$ cat src/rtl/cpwm3_pkg.sv
package cpwm3_pkg;
  // write select codes
  localparam int SEL_LIM   = 0;
  localparam int SEL_DEAD  = 1;
  localparam int SEL_DUTY0 = 2;

  typedef enum logic {
    CNT_DN = 1'b0,
    CNT_UP = 1'b1
  } cdir_e;
endpackage

$ cat src/rtl/cpwm3_prescale.sv
module cpwm3_prescale #(
  parameter int DIV = 4
) (
  input  logic clk,
  input  logic rst,
  input  logic run,
  output logic tick
);
  generate
    if (DIV <= 1) begin : g_nodiv
      assign tick = run;
    end else begin : g_div
      localparam int PW = $clog2(DIV);
      logic [PW-1:0] pre;
      always_ff @(posedge clk) begin
        if (rst || !run)              pre <= '0;
        else if (pre == PW'(DIV - 1)) pre <= '0;
        else                          pre <= pre + 1'b1;
      end
      assign tick = run && (pre == PW'(DIV - 1));
    end
  endgenerate
endmodule

$ cat src/rtl/cpwm3_regs.sv
module cpwm3_regs
  import cpwm3_pkg::*;
#(
  parameter int W        = 16,
  parameter int NPH      = 3,
  parameter int SEL_W    = 3,
  parameter int LIM_RST  = 2040,
  parameter int DEAD_RST = 40,
  parameter int DUTY_RST = 1020
) (
  input  logic                    clk,
  input  logic                    rst,
  input  logic                    run,
  input  logic                    load,
  input  logic                    wr_en,
  input  logic [SEL_W-1:0]        wr_sel,
  input  logic [W-1:0]            wr_data,
  output logic [W-1:0]            lim_act,
  output logic [W-1:0]            dead_q,
  output logic [W-1:0]            dead_nx,
  output logic [NPH-1:0][W-1:0]   duty_act
);
  logic [W-1:0]          lim_buf, lim_nx;
  logic [NPH-1:0][W-1:0] duty_buf, duty_nx;

  // buffer contents after this cycle's write
  always_comb begin
    lim_nx  = lim_buf;
    duty_nx = duty_buf;
    dead_nx = dead_q;
    if (wr_en) begin
      if (wr_sel == SEL_W'(SEL_LIM)) lim_nx = wr_data;
      if (wr_sel == SEL_W'(SEL_DEAD) && !run) dead_nx = wr_data;
      for (int i = 0; i < NPH; i++) begin
        if (wr_sel == SEL_W'(SEL_DUTY0 + i)) duty_nx[i] = wr_data;
      end
    end
  end

  always_ff @(posedge clk) begin
    if (rst) begin
      lim_buf  <= W'(LIM_RST);
      lim_act  <= W'(LIM_RST);
      dead_q   <= W'(DEAD_RST);
      duty_buf <= {NPH{W'(DUTY_RST)}};
      duty_act <= {NPH{W'(DUTY_RST)}};
    end else begin
      lim_buf  <= lim_nx;
      duty_buf <= duty_nx;
      dead_q   <= dead_nx;
      if (load) begin
        lim_act  <= lim_nx;
        duty_act <= duty_nx;
      end
    end
  end
endmodule

$ cat src/rtl/cpwm3_carrier.sv
module cpwm3_carrier
  import cpwm3_pkg::*;
#(
  parameter int W = 16
) (
  input  logic         clk,
  input  logic         rst,
  input  logic         run,
  input  logic         tick,
  input  logic [W-1:0] lim,
  input  logic [W-1:0] dead_ld,
  input  logic [W-1:0] dead,
  output logic [W-1:0] cnt_a,
  output logic [W-1:0] cnt_b,
  output logic         up,
  output logic         evt
);
  cdir_e         dir;
  logic [W-1:0]  a_inc, a_dec;
  logic          at_top, at_bot;

  assign a_inc  = cnt_a + 1'b1;
  assign a_dec  = cnt_a - 1'b1;
  assign at_top = (a_inc >= lim);
  assign at_bot = (a_dec <= dead);
  assign up     = (dir == CNT_UP);
  // crest or trough reached on this step
  assign evt    = run && tick && (up ? at_top : at_bot);

  always_ff @(posedge clk) begin
    if (rst || !run) begin
      cnt_a <= dead_ld;
      cnt_b <= '0;
      dir   <= CNT_UP;
    end else if (tick) begin
      if (dir == CNT_UP) begin
        cnt_a <= a_inc;
        cnt_b <= cnt_b + 1'b1;
        if (at_top) dir <= CNT_DN;
      end else begin
        cnt_a <= a_dec;
        cnt_b <= cnt_b - 1'b1;
        if (at_bot) dir <= CNT_UP;
      end
    end
  end
endmodule

$ cat src/rtl/cpwm3_phase.sv
module cpwm3_phase #(
  parameter int W = 16
) (
  input  logic         clk,
  input  logic         rst,
  input  logic         run,
  input  logic [W-1:0] cnt_a,
  input  logic [W-1:0] cnt_b,
  input  logic [W-1:0] duty,
  output logic         out_p,
  output logic         out_n
);
  logic p_on, n_on;

  // high side needs the lagging counter past duty, low side the leading one below
  assign p_on = (cnt_b >= duty);
  assign n_on = (cnt_a <  duty);

  always_ff @(posedge clk) begin
    if (rst) begin
      out_p <= 1'b0;
      out_n <= 1'b0;
    end else begin
      out_p <= run && p_on;
      out_n <= run && n_on;
    end
  end
endmodule

$ cat src/rtl/cpwm3_top.sv
module cpwm3_top #(
  parameter int W        = 16,
  parameter int NPH      = 3,
  parameter int DIV      = 4,
  parameter int LIM_RST  = 2040,
  parameter int DEAD_RST = 40,
  parameter int DUTY_RST = 1020,
  parameter int SEL_W    = $clog2(NPH + 2)
) (
  input  logic             clk,
  input  logic             rst,
  input  logic             run,
  input  logic             wr_en,
  input  logic [SEL_W-1:0] wr_sel,
  input  logic [W-1:0]     wr_data,
  output logic [NPH-1:0]   out_p,
  output logic [NPH-1:0]   out_n
);
  logic                  tick, up, evt, load;
  logic [W-1:0]          cnt_a, cnt_b, lim_act, dead_q, dead_nx;
  logic [NPH-1:0][W-1:0] duty_act;

  assign load = !run || evt;

  cpwm3_prescale #(.DIV(DIV)) u_pre (
    .clk(clk), .rst(rst), .run(run), .tick(tick)
  );

  cpwm3_regs #(
    .W(W), .NPH(NPH), .SEL_W(SEL_W),
    .LIM_RST(LIM_RST), .DEAD_RST(DEAD_RST), .DUTY_RST(DUTY_RST)
  ) u_regs (
    .clk(clk), .rst(rst), .run(run), .load(load),
    .wr_en(wr_en), .wr_sel(wr_sel), .wr_data(wr_data),
    .lim_act(lim_act), .dead_q(dead_q), .dead_nx(dead_nx),
    .duty_act(duty_act)
  );

  cpwm3_carrier #(.W(W)) u_car (
    .clk(clk), .rst(rst), .run(run), .tick(tick),
    .lim(lim_act), .dead_ld(dead_nx), .dead(dead_q),
    .cnt_a(cnt_a), .cnt_b(cnt_b), .up(up), .evt(evt)
  );

  generate
    for (genvar g = 0; g < NPH; g++) begin : g_ph
      cpwm3_phase #(.W(W)) u_ph (
        .clk(clk), .rst(rst), .run(run),
        .cnt_a(cnt_a), .cnt_b(cnt_b), .duty(duty_act[g]),
        .out_p(out_p[g]), .out_n(out_n[g])
      );
    end
  endgenerate
endmodule

$ cat config.mk
export PLATFORM = sky130hd
export DESIGN_NAME = cpwm3_top
export DESIGN_NICKNAME = d
export VERILOG_FILES = /design/src/rtl/cpwm3_pkg.sv /design/src/rtl/cpwm3_prescale.sv /design/src/rtl/cpwm3_regs.sv /design/src/rtl/cpwm3_carrier.sv /design/src/rtl/cpwm3_phase.sv /design/src/rtl/cpwm3_top.sv
export SDC_FILE = /design/constraint.sdc
export NUM_CORES = 1
export LEC_CHECK = 0
export CELL_PAD_IN_SITES_DETAIL_PLACEMENT = 1
export CELL_PAD_IN_SITES_GLOBAL_PLACEMENT = 1
export CORE_MARGIN = 2
export CORE_UTILIZATION = 25
export CTS_BUF_LIST = sky130_fd_sc_hd__clkbuf_4 sky130_fd_sc_hd__clkbuf_8 sky130_fd_sc_hd__clkbuf_16
export CTS_CLUSTER_DIAMETER = 80
export DETAILED_ROUTE_END_ITERATION = 10
export GPL_TIMING_DRIVEN = 0
export PLACE_DENSITY_LB_ADDON = 0.1
export SYNTH_ARGS = -nofsm -noshare
export SYNTH_HDL_FRONTEND = slang
export SYNTH_HIERARCHICAL = 1
export SYNTH_SLANG_ARGS = --single-unit
$ cat constraint.sdc
create_clock -name clk -period 5.7 [get_ports clk]
set_input_delay 1.14 -clock clk [delete_from_list [all_inputs] [get_ports clk]]
set_output_delay 1.14 -clock clk [all_outputs]
set_load 0.03 [all_outputs]
==> reports/metrics.yaml <==
outcome: "complete, no violations"
ys.flop_type: "dfxtp_1"
synthTopCellsByCount: "dfxtp_1 (169), ha_1 (142), nor2_1 (113)"
yosys.area.top_type: "dfxtp_1"
hold_end: "u_pre/g_div.pre[0]"
hold_path_class: "flop to flop"
hp-start: "u_pre/g_div.pre[0]"
area_growth_pct: 14.3
synth_top_area_share_pct: 28.7
ys_ff_latch: 185
dp.final_hpwl_um: 34900
p_sw_w: 0.000965
critPathTopFamily: "compound AO/OA/AOI/OAI gates"
leakage_nw: 5.56
setup_viol: 0
yosys-top-cells-area: "dfxtp_1 (29%), ha_1 (15%), mux2i_1 (5.5%)"
arrival_ns: 5.66
ant_nets: 0
cp.required_ns: 6.05
seq_power_share_pct: 44.7
gr-total-overflow: 0
yosysSeqAreaShare_pct: 32.8
htreeDepth: 4
cts_hold_buf: 0
r2r-end: "u_regs/lim_act[2]"
r2r_start: "u_car/cnt_a[8]"
timing.critical_path.buf_inv: 4
worst_pin_slew_ns: 0.999
cts_tree: "done"
clkLatencyLatePin_ns: 0.50
clkTransAtPathRegs_ns: 0.08
synth_cell_type_count: 69
synth_cells: 1303
max-vdd-ir-drop_v: 0.000181
grt_usage_pct: 18.7
power_w: 0.00314
first_pass_iters: 4
async_flop_share_pct: 0
cpMaxStageDelayCell: "or4_4"
drv_cap: 0
reg2reg_depth: 16
pin_count: 29
cts_buffer_depth: 2
p_clk_share_pct: 40.4
globalplace.congestion: 0.820
finalCritPeriodShare_pct: 93.2
coreArea_sq_um: 46600
yosys.cell_count.top_type: "dfxtp_1"
p_int_w: 0.00218
end_kind: "flop"
slew_violations: 0
fin_worst_skew_ns: 0.00929
cpPeakStageDelay_ns: 0.58
nets: 1520
viasPerCell: 4.93
p_per_area_nw_per_um2: 233
cts_sinks: 185
relSlewSlack_pct: 33.4
crit_top_cell: "a211oi_1"
crit_chain: "buf_6 -> or4_4 -> nor2_1 -> xor2_1 -> ha_1 -> and3_1 -> a221o_1 -> a221oi_1 -> nand2_1 -> o22a_1 -> a211oi_1 -> nand2b_1 -> buf_2 -> clkbuf_1 -> clkbuf_2 -> a211oi_1"
synth_nets: 1469
fp-row-count: 79
yosys_warnings: 6
synth_enable_flop_cells: 16
drt_iter0_drc: 476
syn_area_per_cell_sq_um: 9.04
max_clock_freq_ghz: 0.188
cp_max_fo: 10
initial_core_util_pct: 25.3
die_y_um: 221
grt_pass1_wl_um: 67800
min_path_cells: 1
critPathLaunchType: "flop"
die_w_um: 221
synth_area_sq_um: 11800
grt_max_degree: 25
finalNonFillerCells: 1975
routedWlPerCell_um: 22.5
fin_crit_ns: 5.31
grt_pass1_vias: 10500
critPathKind: "flop to flop"
grt_antenna_before_repair: 0
io_buffers: 28
remaining_drc_errors: 0
vias: 9740
die_area_sq_um: 48900
numCtsBuffers: 17
clk_root_buffer_cell: "clkbuf_16"
rrSetupSlack_ns: 0.39
hold_viol: 0
swShare_pct: 30.7
wirelength_um: 44400
rsz0062_at_grt: "false"
dp_cells: 1938
drive_above_1_share_pct: 9.29
pwr-share-comb_pct: 14.9
[how the worst max path moves through the flow]
stage / slack (ns) / to / start / cells past startpoint
2_1_floorplan: 1.63 / u_regs/duty_act[9] / u_car/cnt_a[8] / 17
3_3_place_gp: -0.13 / u_regs/duty_act[25] / run / 12
3_5_place_dp: -0.14 / u_regs/lim_act[11] / run / 12
4_1_cts: 0.08 / u_regs/lim_act[11] / u_car/cnt_a[0] / 17
5_1_grt: 0.01 / u_regs/duty_act[47] / u_car/cnt_a[3] / 18
6_report: 0.39 / u_regs/lim_act[2] / u_car/cnt_a[8] / 16
[layout make-up]
type	count	area (sq um)
flip-flops and latches	185	3860
clock inverters	13	131
multi-input cells	953	7240
plain buffers	74	372
fillers	5393	33100
inverters	91	342
repair buffers	32	310
diodes	1	2.50
well taps	607	759
clock buffers	19	458
[metrics by stage]
stage	hold WS, ns	setup TNS [ns]	area [sq um]	worst slack [ns]	util [%]
final	0.453	0	13500	0.389	28.9
after global routing	0.485	0	13500	0.0120	28.9
after CTS	0.455	0	13400	0.0772	28.8
after detailed placement	0.444	-1.33	12800	-0.136	27.5
after global placement	0.432	-1.84	12800	-0.133	27.5
after floorplan	0.419	0	11800	1.63	-
[repair_timing]
action	CTS	global route
setup buffers	0	4
setup endpoints to repair	2	61
resized for setup	1	20
pin swaps	0	0
[worst register-to-register path: cells and delay by family, from the launching register on]
family          cells  cell delay (ns)
simple gates        5             1.22
fa+ha+maj           1             0.29
xor+xnor            1             0.25
flops               1             0.54
buf+inv             4             1.33
compound gates      5             1.53
[layer usage]
metal | global-route usage, % | vias up | share of wire [%]
li1 | - | 4791 | -
met1 | 24.4 | 4865 | 48
met2 | 32.3 | 59 | 49
met3 | 3.19 | 25 | 1.8
met4 | 4.31 | 0 | 1.2
met5 | 0 | - | 0
[registers in the layout, summed over array words and instances, names as in the netlist]
name,cells
g_ph.u_ph/out_n,3
u_car/cnt_b,16
u_regs/lim_buf,16
u_regs/lim_act,16
u_regs/dead_q,16
u_pre/g_div.pre,2
u_car/up,1
u_regs/duty_act,48
u_regs/duty_buf,48
g_ph.u_ph/out_p,3
u_car/cnt_a,16
[cell usage in the layout, fill, tap and decap left out, drive strengths merged, types with 23 or more instances in the layout]
master,Yosys,routed
a211o,27,27
a211oi,69,69
a21oi,59,59
buf,37,42
clkbuf,37,55
clkdlybuf4s50,0,28
dfxtp,169,169
ha,142,142
inv,91,99
mux2i,65,65
nand2,75,75
nand2b,41,41
nand4,24,24
nor2,113,113
nor2b,34,34
nor3,46,46
nor4b,33,33
o21ai,39,39
xnor2,23,23
[kinds of logic after synthesis]
family                     Yosys count  share of synthesized area, %
AOI/OAI and AO/OA                  251                          14.9
xor gates and xnor gates            42                          3.25
adders and majority gates          143                          15.2
buffers and inverters              165                          5.95
DFF                                185                          32.8
muxes                               81                          7.05
and+or+nand+nor                    436                          20.8
[power by group through the flow]
stage | registers, W | clock network [W] | logic [W]
after floorplan | 0.00142 | 0 | 0.000287
after global placement | 0.00144 | 0 | 0.000459
after detailed placement | 0.00144 | 0 | 0.000467
after CTS | 0.00141 | 0.00132 | 0.000469
after global routing | 0.00141 | 0.00137 | 0.000525
final | 0.00140 | 0.00127 | 0.000468
Power figures use the tool's default switching activity.
